<file path="src/rtl/tpm_spi_pkg.sv">
package tpm_spi_pkg;
  typedef enum logic [1:0] {
    ST_HDR  = 2'd0,
    ST_WAIT = 2'd1,
    ST_DATA = 2'd2,
    ST_DONE = 2'd3
  } txn_state_e;
endpackage

</file>
<file path="src/rtl/tpm_spi_sync.sv">
module tpm_spi_sync #(
  parameter int STAGES = 2
) (
  input  logic clk,
  input  logic rst_n,
  input  logic sclk_in,
  input  logic cs_n_in,
  input  logic mosi_in,
  output logic sclk_rise,
  output logic sclk_fall,
  output logic cs_act,
  output logic mosi_bit
);
  logic [STAGES:0]   sclk_q;
  logic [STAGES-1:0] cs_q;
  logic [STAGES-1:0] mosi_q;
  logic [STAGES:0]   sclk_d;
  logic [STAGES-1:0] cs_d;
  logic [STAGES-1:0] mosi_d;

  always_comb begin
    sclk_d = {sclk_q[STAGES-1:0], sclk_in};
    cs_d   = {cs_q[STAGES-2:0], cs_n_in};
    mosi_d = {mosi_q[STAGES-2:0], mosi_in};
  end

  always_ff @(posedge clk or negedge rst_n) begin
    if (!rst_n) begin
      sclk_q <= '0;
      cs_q   <= '1;
      mosi_q <= '0;
    end else begin
      sclk_q <= sclk_d;
      cs_q   <= cs_d;
      mosi_q <= mosi_d;
    end
  end

  assign sclk_rise = sclk_q[STAGES-1] & ~sclk_q[STAGES];
  assign sclk_fall = ~sclk_q[STAGES-1] & sclk_q[STAGES];
  assign cs_act    = ~cs_q[STAGES-1];
  assign mosi_bit  = mosi_q[STAGES-1];
endmodule

</file>
<file path="src/rtl/tpm_spi_pulse.sv">
module tpm_spi_pulse #(
  parameter int SHORT_CYC = 96,
  parameter int LONG_CYC  = 2400
) (
  input  logic clk,
  input  logic rst_n,
  input  logic trig,
  input  logic long_mode,
  output logic int_n
);
  localparam int CW = $clog2(LONG_CYC + 1);

  logic          low_q, low_d;
  logic [CW-1:0] cnt_q, cnt_d;

  always_comb begin
    low_d = low_q;
    cnt_d = cnt_q;
    if (!low_q) begin
      if (trig) begin
        low_d = 1'b1;
        cnt_d = long_mode ? CW'(LONG_CYC - 1) : CW'(SHORT_CYC - 1);
      end
    end else if (cnt_q == '0) begin
      low_d = 1'b0;
    end else begin
      cnt_d = cnt_q - 1'b1;
    end
  end

  always_ff @(posedge clk or negedge rst_n) begin
    if (!rst_n) begin
      low_q <= 1'b0;
      cnt_q <= '0;
    end else begin
      low_q <= low_d;
      cnt_q <= cnt_d;
    end
  end

  assign int_n = ~low_q;

  // checker: length of the current low phase
  logic [CW:0] run_q;
  always_ff @(posedge clk or negedge rst_n) begin
    if (!rst_n)      run_q <= '0;
    else if (!int_n) run_q <= run_q + 1'b1;
    else             run_q <= '0;
  end

  // a pulse is never shorter than the short width
  p_pulse_min_r6: assert property (@(posedge clk) disable iff (!rst_n)
    $rose(int_n) |-> (run_q >= (CW+1)'(SHORT_CYC)));

  // a pulse only starts after a trigger
  p_fall_after_trig_r6: assert property (@(posedge clk) disable iff (!rst_n)
    $fell(int_n) |-> $past(trig));
endmodule

</file>
<file path="src/rtl/tpm_spi_txn.sv">
module tpm_spi_txn
  import tpm_spi_pkg::*;
#(
  parameter int          MAX_LEN  = 4,
  parameter logic [23:0] CFG_ADDR = 24'hD40FE0
) (
  input  logic                 clk,
  input  logic                 rst_n,
  input  logic                 cs_act,
  input  logic                 sclk_rise,
  input  logic                 sclk_fall,
  input  logic                 mosi_bit,
  output logic                 miso,
  output logic                 reg_valid,
  input  logic                 reg_ready,
  output logic                 reg_write,
  output logic [23:0]          reg_addr,
  output logic [5:0]           reg_size,
  output logic [8*MAX_LEN-1:0] reg_wdata,
  input  logic [8*MAX_LEN-1:0] reg_rdata,
  output logic                 pulse_trig,
  output logic                 long_next
);
  localparam int DW = 8 * MAX_LEN;

  txn_state_e    state_q, state_d;
  logic [1:0]    hidx_q, hidx_d;
  logic [2:0]    bit_q, bit_d;
  logic [6:0]    rx_q, rx_d;
  logic [7:0]    tx_q, tx_d;
  logic          bend_q, bend_d;
  logic          rdy_q, rdy_d;
  logic          rd_q, rd_d;
  logic [5:0]    len_q, len_d;
  logic [23:0]   addr_q, addr_d;
  logic          loc_q, loc_d;
  logic [5:0]    cnt_q, cnt_d;
  logic          have_q, have_d;
  logic [DW-1:0] rbuf_q, rbuf_d;
  logic [DW-1:0] wbuf_q, wbuf_d;
  logic          pend_q, pend_d;
  logic          pwr_q, pwr_d;
  logic          cfg_q, cfg_d;
  logic [7:0]    rx_byte;
  logic [23:0]   addr_full;

  function automatic logic [7:0] pick(input logic [DW-1:0] w, input logic [5:0] k);
    logic [7:0] r;
    r = 8'h00;
    for (int i = 0; i < MAX_LEN; i++)
      if (k == 6'(i)) r = w[i*8 +: 8];
    return r;
  endfunction

  assign rx_byte   = {rx_q, mosi_bit};
  assign addr_full = {addr_q[15:0], rx_byte};

  always_comb begin
    state_d = state_q; hidx_d = hidx_q; bit_d = bit_q; rx_d = rx_q;
    tx_d = tx_q; bend_d = bend_q; rdy_d = rdy_q; rd_d = rd_q;
    len_d = len_q; addr_d = addr_q; loc_d = loc_q; cnt_d = cnt_q;
    have_d = have_q; rbuf_d = rbuf_q; wbuf_d = wbuf_q;
    pend_d = pend_q; pwr_d = pwr_q; cfg_d = cfg_q;
    pulse_trig = 1'b0;

    // register port handshake
    if (pend_q && reg_ready) begin
      pend_d = 1'b0;
      if (pwr_q) pulse_trig = 1'b1;
      else if (state_q == ST_WAIT) begin
        have_d = 1'b1;
        rbuf_d = reg_rdata;
      end
    end

    if (!cs_act) begin
      state_d = ST_HDR; hidx_d = '0; bit_d = '0; tx_d = '0;
      bend_d = 1'b0; rdy_d = 1'b0; have_d = 1'b0;
    end else if (sclk_rise) begin
      bit_d  = bit_q + 3'd1;
      rx_d   = rx_byte[6:0];
      bend_d = (bit_q == 3'd7);
      if (bit_q == 3'd7) begin
        unique case (state_q)
          ST_HDR: begin
            hidx_d = hidx_q + 2'd1;
            if (hidx_q == 2'd0) begin
              rd_d  = rx_byte[7];
              len_d = rx_byte[5:0];
            end else begin
              addr_d = addr_full;
            end
            if (hidx_q == 2'd3) begin
              state_d = ST_WAIT;
              rdy_d   = 1'b0;
              cnt_d   = '0;
              have_d  = 1'b0;
              loc_d   = (addr_full == CFG_ADDR);
              if (rd_q && (addr_full == CFG_ADDR)) begin
                have_d = 1'b1;
                rbuf_d = DW'(cfg_q);
              end else if (rd_q) begin
                pend_d = 1'b1;
                pwr_d  = 1'b0;
              end
            end
          end
          ST_WAIT: begin
            if (rdy_q) state_d = ST_DATA;
          end
          ST_DATA: begin
            if (!rd_q)
              for (int i = 0; i < MAX_LEN; i++)
                if (cnt_q == 6'(i)) wbuf_d[i*8 +: 8] = rx_byte;
            if (cnt_q == len_q) begin
              state_d = ST_DONE;
              if (rd_q) pulse_trig = 1'b1;
              else if (loc_q) begin
                cfg_d      = (cnt_q == 6'd0) ? rx_byte[0] : wbuf_q[0];
                pulse_trig = 1'b1;
              end else begin
                pend_d = 1'b1;
                pwr_d  = 1'b1;
              end
            end else begin
              cnt_d = cnt_q + 6'd1;
            end
          end
          default: ;
        endcase
      end
    end else if (sclk_fall) begin
      if (bend_q) begin
        bend_d = 1'b0;
        unique case (state_q)
          ST_WAIT: begin
            if (have_q || !rd_q) begin
              tx_d  = 8'h01;
              rdy_d = 1'b1;
            end else begin
              tx_d = 8'h00;
            end
          end
          ST_DATA: tx_d = rd_q ? pick(rbuf_q, cnt_q) : 8'h00;
          default: tx_d = 8'h00;
        endcase
      end else begin
        tx_d = {tx_q[6:0], 1'b0};
      end
    end
  end

  always_ff @(posedge clk or negedge rst_n) begin
    if (!rst_n) begin
      state_q <= ST_HDR; hidx_q <= '0; bit_q <= '0; rx_q <= '0;
      tx_q <= '0; bend_q <= 1'b0; rdy_q <= 1'b0; rd_q <= 1'b0;
      len_q <= '0; addr_q <= '0; loc_q <= 1'b0; cnt_q <= '0;
      have_q <= 1'b0; rbuf_q <= '0; wbuf_q <= '0;
      pend_q <= 1'b0; pwr_q <= 1'b0; cfg_q <= 1'b0;
    end else begin
      state_q <= state_d; hidx_q <= hidx_d; bit_q <= bit_d; rx_q <= rx_d;
      tx_q <= tx_d; bend_q <= bend_d; rdy_q <= rdy_d; rd_q <= rd_d;
      len_q <= len_d; addr_q <= addr_d; loc_q <= loc_d; cnt_q <= cnt_d;
      have_q <= have_d; rbuf_q <= rbuf_d; wbuf_q <= wbuf_d;
      pend_q <= pend_d; pwr_q <= pwr_d; cfg_q <= cfg_d;
    end
  end

  assign miso      = tx_q[7];
  assign reg_valid = pend_q;
  assign reg_write = pwr_q;
  assign reg_addr  = addr_q;
  assign reg_size  = len_q;
  assign reg_wdata = wbuf_q;
  assign long_next = cfg_d;

  // a waiting request keeps its fields
  p_req_hold_r9: assert property (@(posedge clk) disable iff (!rst_n)
    (reg_valid && !reg_ready) |=> (reg_valid && $stable(reg_addr) && $stable(reg_write)));

  // a write request only arises from a finished data phase
  p_wr_complete_r8: assert property (@(posedge clk) disable iff (!rst_n)
    ($rose(reg_valid) && reg_write) |-> ($past(state_q) == ST_DATA));
endmodule

</file>
<file path="src/rtl/tpm_spi_target.sv">
module tpm_spi_target #(
  parameter int          MAX_LEN     = 4,
  parameter int          SYNC_STAGES = 2,
  parameter int          SHORT_CYC   = 96,
  parameter int          LONG_CYC    = 2400,
  parameter logic [23:0] CFG_ADDR    = 24'hD40FE0
) (
  input  logic                 clk,
  input  logic                 rst_n,
  input  logic                 spi_sclk,
  input  logic                 spi_cs_n,
  input  logic                 spi_mosi,
  output logic                 spi_miso,
  output logic                 rdy_int_n,
  output logic                 reg_valid,
  input  logic                 reg_ready,
  output logic                 reg_write,
  output logic [23:0]          reg_addr,
  output logic [5:0]           reg_size,
  output logic [8*MAX_LEN-1:0] reg_wdata,
  input  logic [8*MAX_LEN-1:0] reg_rdata
);
  logic sclk_rise, sclk_fall, cs_act, mosi_bit;
  logic pulse_trig, long_next;

  tpm_spi_sync #(.STAGES(SYNC_STAGES)) u_sync (
    .clk(clk), .rst_n(rst_n),
    .sclk_in(spi_sclk), .cs_n_in(spi_cs_n), .mosi_in(spi_mosi),
    .sclk_rise(sclk_rise), .sclk_fall(sclk_fall),
    .cs_act(cs_act), .mosi_bit(mosi_bit)
  );

  tpm_spi_txn #(.MAX_LEN(MAX_LEN), .CFG_ADDR(CFG_ADDR)) u_txn (
    .clk(clk), .rst_n(rst_n),
    .cs_act(cs_act), .sclk_rise(sclk_rise), .sclk_fall(sclk_fall),
    .mosi_bit(mosi_bit), .miso(spi_miso),
    .reg_valid(reg_valid), .reg_ready(reg_ready), .reg_write(reg_write),
    .reg_addr(reg_addr), .reg_size(reg_size),
    .reg_wdata(reg_wdata), .reg_rdata(reg_rdata),
    .pulse_trig(pulse_trig), .long_next(long_next)
  );

  tpm_spi_pulse #(.SHORT_CYC(SHORT_CYC), .LONG_CYC(LONG_CYC)) u_pulse (
    .clk(clk), .rst_n(rst_n),
    .trig(pulse_trig), .long_mode(long_next), .int_n(rdy_int_n)
  );
endmodule

</file>
<file path="config.mk">
export PLATFORM = sky130hd
export DESIGN_NAME = tpm_spi_target
export DESIGN_NICKNAME = d
export VERILOG_FILES = /design/src/rtl/tpm_spi_pkg.sv /design/src/rtl/tpm_spi_sync.sv /design/src/rtl/tpm_spi_pulse.sv /design/src/rtl/tpm_spi_txn.sv /design/src/rtl/tpm_spi_target.sv
export SDC_FILE = /design/constraint.sdc
export NUM_CORES = 1
export LEC_CHECK = 0
export CAP_MARGIN = 0
export CORE_MARGIN = 10
export CORE_UTILIZATION = 50
export CTS_CLUSTER_SIZE = 20
export DETAILED_ROUTE_END_ITERATION = 12
export DONT_BUFFER_PORTS = 1
export PLACE_DENSITY = 0.75
export SETUP_SLACK_MARGIN = 0.4
export SLEW_MARGIN = 20
export SYNTH_ARGS = -nofsm -noshare
export SYNTH_HDL_FRONTEND = slang
export SYNTH_SLANG_ARGS = --single-unit
</file>
<file path="constraint.sdc">
create_clock -name clk -period 2.51 [get_ports clk]
set_input_delay 0.251 -clock clk [delete_from_list [all_inputs] [get_ports clk]]
set_output_delay 0.251 -clock clk [all_outputs]
set_load 0.01 [all_outputs]
</file>
== Yosys cells after proc, flatten, opt, wreduce, memory -nomap -nowiden ==
Cells that the tools add are included.
Operators by class
  add/sub/neg operators: 4
  equal/unequal tests: 24
  multiplexer cells: 99
  bitwise logic cells: 8
  reduce and logical (&&, ||, !) cells: 34
Operators by type and width (number)
  32-bit 2-to-1 mux: 9
  8-bit 2-to-1 mux: 9
  1-bit 2-to-1 mux: 58
  12-bit 2-to-1 mux: 4
  6-bit AND reduction: 6
  24-bit == test (second input constant): 1
  2-bit 2-to-1 mux: 10
  8-bit case mux with 2 select lines: 1
  5-bit AND reduction: 3
  6-bit by 2-bit == test with 1-bit output (second input constant): 2
  12-bit zero test: 1
  6-bit 2-to-1 mux: 2
  6-bit case mux with 2 select lines: 1
  2-bit nonzero test: 6
  3-bit nonzero test: 4
  12-bit by 1-bit subtractor with 12-bit output (second input constant): 1
  2-bit inequality test (second input constant): 5
  10-bit AND reduction: 1
  3-bit by 1-bit inequality test with 1-bit output (second input constant): 3
  3-bit by 2-bit inequality test with 1-bit output (second input constant): 3
  2-bit by 1-bit inequality test with 1-bit output (second input constant): 4
  7-bit AND reduction: 1
  6-bit by 1-bit adder with 6-bit output (second input constant): 1
  6-bit by 1-bit == test with 1-bit output (second input constant): 1
  other kinds (19): 32
Storage, ports and cells
  flip-flop bits (word level): 150
  bits of input ports: 38
  output and inout port bits: 66
  logic and storage cells: 195

== Longest topological paths before layout ==
Gate-level depths: netlist (run 1).
  depth after elaboration: 12
  mapped depth: 9
  mapped depth without buffers: 7

== Modules after synthesis ==
Synthesis (run 1) repeated with hierarchy kept, for this count alone.
Second synthesis, totals
  cell total of the unflattened synthesis: 618
  area total of the unflattened synthesis: 7026.7 µm²
By module, submodules not included
  tpm_spi_txn: times used 1, cells each 540, area an instance 6108.4 µm², sequential area each 3253.1 µm²
  tpm_spi_pulse: times used 1, cells each 68, area an instance 721.9 µm², sequential area each 325.3 µm²
  tpm_spi_sync: times used 1, cells each 10, area an instance 196.4 µm², sequential area each 177.7 µm²

== Least setup slack after synthesis (run 1) ==
No wires, ideal clock.
  path type: register to register
  start point: register u_pulse.cnt_q[0]
  end point: register u_pulse.cnt_q[4]
  setup time: 0.090 ns
  arrival: 2.042 ns
  data required time: 2.420 ns
  path slack: 0.378 ns
  cell stages (with the launch flop): 8
  buffers on the path: 0
  period minus slack after synthesis: 2.132 ns
  path through: dfrtp_1 -> inv_1 -> ha_1 -> or3b_2 -> nor4_1 -> nor2_1 -> xnor2_1 -> a22oi_1
On the way
  word-level cells in the longest chain between the ends: 3
  elaborated cells between the ends (all ways): 6
  classes of those cells: add/sub: 1; eq/ne: 1; mux: 2; reduce/logical: 2
RTL lines
  start, declared: line tpm_spi_pulse.sv:14  | logic [CW-1:0] cnt_q, cnt_d;
  start signal, assigned: line tpm_spi_pulse.sv:37  | cnt_q <= cnt_d;
  12-bit by 1-bit subtractor with 12-bit output / 12-bit zero test (equally long branches): line tpm_spi_pulse.sv:27, tpm_spi_pulse.sv:24
  12-bit 2-to-1 mux / 2-bit inequality test (equally long branches)
  12-bit 2-to-1 mux / 2-bit AND reduction (equally long branches)
Several ways; a longest one is shown, not always the timed one. The select of a mux whose other input is x is not followed.
A chain may end at the register's enable or synchronous reset.

== Final worst setup path (run 1) ==
  start point: register u_pulse.cnt_q[1]
  end point: register u_pulse.cnt_q[8]
Same word-level chain as after synthesis.

==> impl_results.md, run 1 <==
- Status: finished with violations
- Failing checks: negative hold slack
- Max-slew violation count: 0
- Hold Crit Class: input port to asynchronous set/reset pin
- MaxCap Viol Count: 0
- TritonCTS buffer count: 17
- Clock transition at path regs: 0.06 ns
- Tcrit/Tclk final: 84.4%
- Vert. Die Dim: 137 um
- Top cell family by delay on the critical path: simple AND/OR/NAND/NOR gates
- Crit-path cells: inv_1 -> ha_2 -> or3b_4 -> or3_4 -> and3_1 -> a311oi_2 -> o21ai_1
- Hold slack final: -0.478 ns
- DP Worst Slack: 0.182 ns
- Worst setup SP type: flop
- Layout cells sized above 1: 25.2%
- Synthesized area per cell: 11.2 um^2
- 1st-pass router iterations: 5
- IO buf count: 0
- Most common cell after layout, fill and taps aside: dfrtp_1
- Mapped Area: 6850 um^2
- Initial antenna violation count: 1
- Slowest-stage cell, CP: or3b_4
- Crit path from: u_pulse.cnt_q[1]
- Via/cell ratio: 5.92
- Initial Util: 51.3%
- Clk_skew: 0.00772 ns
- Core area: 13300 um^2
- Placed Cells: 772
- Buf/Inv on CP: 1
- Unrepaired setup endpoints after global routing: yes
- FF-to-FF Start: u_pulse.cnt_q[1]
- Global-route wire length before repair: 27500 um
- Placer Congestion: 0.852
- Final net count: 708
- Setup CP Type: flop to flop
- WP data required: 2.81 ns
- EDFF count, synth: 0
- Vias in the first global route: 5080
- Number of synthesis warnings: 0
- Num Clock Sinks: 150
- R2r worst-path depth: 7
- DIE WIDTH: 137 um
- Maximum clock rate: 0.472 GHz
- Final-report hold violation count: 150
- Synth cell types: 59
- Most used DFF post-synth: dfrtp_1
- Crit. End Element: flop
- Root Driver: clkbuf_16
- Worst-margin pin slew: 0.664 ns
- Final WS setup: 0.392 ns
- Final Util: 61.9%
- CP arrival: 2.41 ns
- Die area: 18800 um^2
- Total gr overflow: 0
- Syn nets: 661
- Pwr/cell area: 649 nW/um^2
- Crit. path cell count: 7
- Crit-path max FO: 4
- Slew margin rel.: 55.6%
- Clock tree from TritonCTS: built
- Largest net degree at the start of global routing: 151
- Cells after synthesis: 610
- Vias: 5011
- Wire per inst: 21.3 um
- Max rail drop VDD: 0.646 mV
- Crit-path max cell delay: 0.43 ns
- Top-Level Pins: 104
- Worst R2R End: u_pulse.cnt_q[8]
- Yosys reg bits: 150
- Clock latency at the later pin of the worst-skew pair: 0.42 ns
- Clock Path Buffers: 2
- DP HPWL: 11100 um
- Area grow syn2layout: 20.7%
- Final setup TNS: 0 ns
- Reg-to-reg slack, setup: 0.39 ns
- Seq/Total Area, Yosys: 54.9%
- Crit path to: u_pulse.cnt_q[8]
- Most frequent cells in the layout: dfrtp_1, nand2_1, mux2_2, a21oi_1, nor2_1
- Layout Cells excl Fill: 847
- Total power: 5.36 mW
- Starting DRT DRC Count: 461
- GRT Resource Usage Total: 18.7%
- CTS HTree Levels: 4
- Detailed Route WL: 18000 um
- Leakage power: 3.82 nW
- Crit path time final: 2.12 ns
- Rows: 42
- DR DRC count: 0
- Ys async rst share: 100%
- Final ANT Viol Nets: 0
- Final setup vio count: 0
## power by group
group / internal [mW] / switching (mW) / total [mW] / leakage [nW]
clock: 1.52 / 1.09 / 2.61 / 0.297
sequential: 2.47 / 0.123 / 2.59 / 2.01
combinational: 0.0983 / 0.0612 / 0.159 / 1.51
total: 4.09 / 1.27 / 5.36 / 3.82
## state kept, by name (all words and copies together), names as in the netlist, 6 cells and up
name	cells
u_txn.reg_wdata	32
u_txn.tx_q	8
u_txn.rx_q	7
u_txn.reg_addr	24
u_txn.rbuf_q	32
u_pulse.cnt_q	12
u_txn.cnt_q	6
u_txn.reg_size	6
## worst min path at each step
stage	end	cells after the start	start
after floorplan	u_pulse.cnt_q[0]	0	rst_n
after global placement	u_pulse.cnt_q[6]	0	rst_n
after detailed placement	u_pulse.cnt_q[6]	0	rst_n
after CTS	u_pulse.cnt_q[6]	0	rst_n
after global routing	u_pulse.cnt_q[5]	0	rst_n
final	u_pulse.cnt_q[5]	0	rst_n
## cells in the mapped netlist, types with 3 or more instances
master	number	area [um^2]
dfrtp_1	148	3700
nand2_1	81	304
mux2_2	73	822
a21oi_1	43	215
nor2_1	42	158
clkbuf_1	22	82.6
inv_1	19	71.3
ha_1	13	163
nand3_1	12	60.1
o21ai_0	12	60.1
xnor2_1	11	96.3
nor3b_1	9	67.6
nor3_1	8	40.0
a221o_1	7	70.1
a221oi_1	7	61.3
and3_1	7	43.8
mux2i_1	7	70.1
nand2b_1	7	43.8
nor4_1	7	43.8
xor2_1	7	61.3
a22oi_1	5	37.5
a31oi_1	5	31.3
nand4_1	5	31.3
nor2b_1	4	25.0
or3_1	4	25.0
and2_1	3	18.8
## cells by family (layout without fill, tap and decap cells)
kind of cell / count (synthesis) / count (layout) / share of synthesized area (%)
DFF: 150 / 150 / 54.9
adders and majority gates: 13 / 13 / 2.38
AOI/OAI and AO/OA: 93 / 93 / 9.01
and+or+nand+nor: 209 / 209 / 15.5
buffers and inverters: 45 / 105 / 2.59
xor gates and xnor gates: 18 / 18 / 2.30
other: 0 / 1 / 0
muxes: 82 / 82 / 13.4
## stage by stage
step	hold WS (ns)	cell area (um^2)
final	-0.478	8260
after global routing	-0.491	8260
after CTS	-0.487	8060
after detailed placement	-0.0374	7080
after global placement	-0.0371	7080
after floorplan	-0.0446	6850
## what timing repair did
item,in CTS,in global routing
pin swaps,1,7
hold endpoints to repair,183,151
resized for setup,12,26
endpoints found under the setup margin,99,108
gates cloned,0,2
hold buffers,33,1
setup buffers,0,6
## final cells by class
| type | instances | area (um^2) |
|---|---|---|
| Antenna cell | 1 | 2.50 |
| Clock inverter | 14 | 164 |
| Sequential cell | 150 | 3760 |
| Timing Repair Buffer | 54 | 549 |
| Clock buffer | 18 | 439 |
| Multi-Input combinational cell | 415 | 3060 |
| Tap cell | 176 | 220 |
| Fill cell | 988 | 5080 |
| Inverter | 19 | 71.3 |
## per-layer routing
layer	wire, um	up-vias	track usage [%]
li1	-	2252	-
met1	6980	2545	21.6
met2	9140	178	31.0
met3	1390	36	7.22
met4	513	0	6.73
met5	0	-	0
Power figures use the tool's default switching activity.
==> inputs of run 2 (changes only) <==
Clock period 2.51 ns to 2.05 ns, I/O delays scaled along.
==> run 2 against run 1 <==
The flow finishes with violations (negative hold slack, negative setup slack). Combinational power rose by 100%. Global-route usage up 3.8 points. Register-to-register slack worse by 0.60 ns. Non-clock buffer count up 95. Clock power is 23% higher. Critical path depth increased by 2. Via count rose by 17%. Largest cell class is now multi-input gates.
==> impl_results.md, run 2 (synthesis gave the netlist of run 1 again) <==
- Maximum clock rate: 0.442 GHz
- Top cell family by delay on the critical path: compound AO/OA/AOI/OAI gates
- Top-Level Pins: 104
- Max-slew violation count: 0
- Crit-path max cell delay: 0.46 ns
- DIE WIDTH: 137 um
- Crit path time final: 2.26 ns
- Most frequent cells in the layout: dfrtp_1, buf_4, nand2_1, mux2_2, nor2_1
- Crit-path max FO: 7
- Clock latency at the later pin of the worst-skew pair: 0.44 ns
- Clk_skew: 0.00979 ns
- WP data required: 2.41 ns
- Vias: 5875
- DP Worst Slack: 0.0355 ns
- Status: finished with violations
- Slew margin rel.: 68.0%
- Tcrit/Tclk final: 110%
- Initial antenna violation count: 1
- Placer Congestion: 0.866
- Clock Path Buffers: 2
- Rows: 42
- MaxCap Viol Count: 0
- CP arrival: 2.63 ns
- Clock transition at path regs: 0.07 ns
- Leakage power: 4.56 nW
- Cell Area, Placed: 7520 um^2
- Area grow syn2layout: 47.1%
- Hold Buf Count CTS: 36
- Worst setup SP type: flop
- 1st-pass router iterations: 5
- Starting DRT DRC Count: 698
- Core area: 13300 um^2
- DR DRC count: 0
- Setup CP Type: flop to flop
- Post-route cell area: 10100 um^2
- Final net count: 803
- Total gr overflow: 0
- Crit-path cells: buf_6 -> buf_6 -> inv_8 -> ha_4 -> nor2b_4 -> a221oi_2 -> o31ai_1 -> nand2_1 -> o21ai_1
- Final ANT Viol Nets: 0
- Vias in the first global route: 5842
- Number of fill cells in the layout: 759
- GRT Resource Usage Total: 22.6%
- Via/cell ratio: 6.24
- Buf/Inv on CP: 3
- Slowest-stage cell, CP: o31ai_1
- TritonCTS buffer count: 17
- Die area: 18800 um^2
- Root Driver: clkbuf_16
- Clock tree from TritonCTS: built
- IO buf count: 0
- Layout cells sized above 1: 46.9%
- Vert. Die Dim: 137 um
- Crit. End Element: flop
- Pwr/cell area: 662 nW/um^2
- Global-route wire length before repair: 32900 um
- Num Clock Sinks: 150
- CTS HTree Levels: 4
- Hold slack final: -0.540 ns
- Detailed Route WL: 24200 um
- Initial Util: 51.3%
- Final WS setup: -0.213 ns
- Max rail drop VDD: 0.624 mV
- Reg-to-reg slack, setup: -0.21 ns
- Most common cell after layout, fill and taps aside: dfrtp_1
- Worst-margin pin slew: 0.476 ns
- Failing checks: negative hold slack, negative setup slack
- Final setup vio count: 13
- Wire per inst: 25.7 um
- Crit-path most repeated cell: buf_6
- Largest net degree at the start of global routing: 151
- Final-report hold violation count: 150
- Hold Crit Class: input port to asynchronous set/reset pin
- Unrepaired setup endpoints after global routing: yes
- DP HPWL: 11600 um
==> run 2: cell count changes in the layout (fill, tap and decap cells not counted), sizes merged <==
cell	delta
clkinv	-2
dlygate4sd3	+2
clkinvlp	+3
buf	+93
inv	-2
==> run 2: worst paths after layout <==
check                            startpoint            endpoint  depth (start not counted)
setup / recovery             u_txn.cnt_q[0]       u_txn.tx_q[6]                          9
hold / removal                        rst_n    u_pulse.cnt_q[4]                          0
setup reg to reg             u_txn.cnt_q[0]       u_txn.tx_q[6]                          9
hold reg to reg            u_sync.mosi_q[0]    u_sync.mosi_q[1]                          0
max in group asynchronous             rst_n  u_txn.reg_wdata[8]                          0
min in group clk                  reg_ready    u_txn.rbuf_q[28]                          5
==> run 2: what timing repair did <==
item / in CTS / in global routing
setup endpoints to repair: 129 / 138
pin swaps: 43 / 33
buffers inserted: 50 / 22
resized for setup: 97 / 82
endpoints found under the hold margin: 186 / 150
gates cloned: 6 / 3
==> run 2: report_power, final <==
part	total (mW)	switching, mW	leakage [nW]	internal (mW)
registers	3.16	0.129	2.00	3.03
clock network	3.20	1.36	0.276	1.83
logic	0.318	0.147	2.29	0.171
total	6.67	1.64	4.56	5.03
==> run 2: layout make-up <==
class	count	area [um^2]	area share [%]
multi-input combinational	415	3870	38.4
sequential	150	3770	37.4
timing repair buffer	149	1540	15.3
clock buffer	18	439	4.36
tap	176	220	2.19
clock inverter	13	148	1.47
inverter	19	81.3	0.807
antenna	1	2.50	0.0248
==> run 2: per-layer routing <==
layer / vias up / part of all wire (%) / wire, um / track usage [%]
met3: 92 / 9.2 / 2230 / 8.06
li1: 2444 / - / - / -
met1: 2998 / 36 / 8810 / 25.6
met5: - / 0 / 0 / 0
met4: 0 / 4.0 / 972 / 9.31
met2: 341 / 50 / 12200 / 37.9
==> run 2: metrics by stage <==
stage	instances	hold WS, ns	power, mW	utilization [%]	setup TNS, ns
after global placement	792	-0.0846	3.40	56.3	0
final	941	-0.540	6.67	75.5	-0.392
after floorplan	610	-0.0906	3.25	-	0
after detailed placement	792	-0.0842	3.41	56.3	0
after CTS	915	-0.543	6.59	70.5	0
after global routing	941	-0.546	6.83	75.5	-3.69
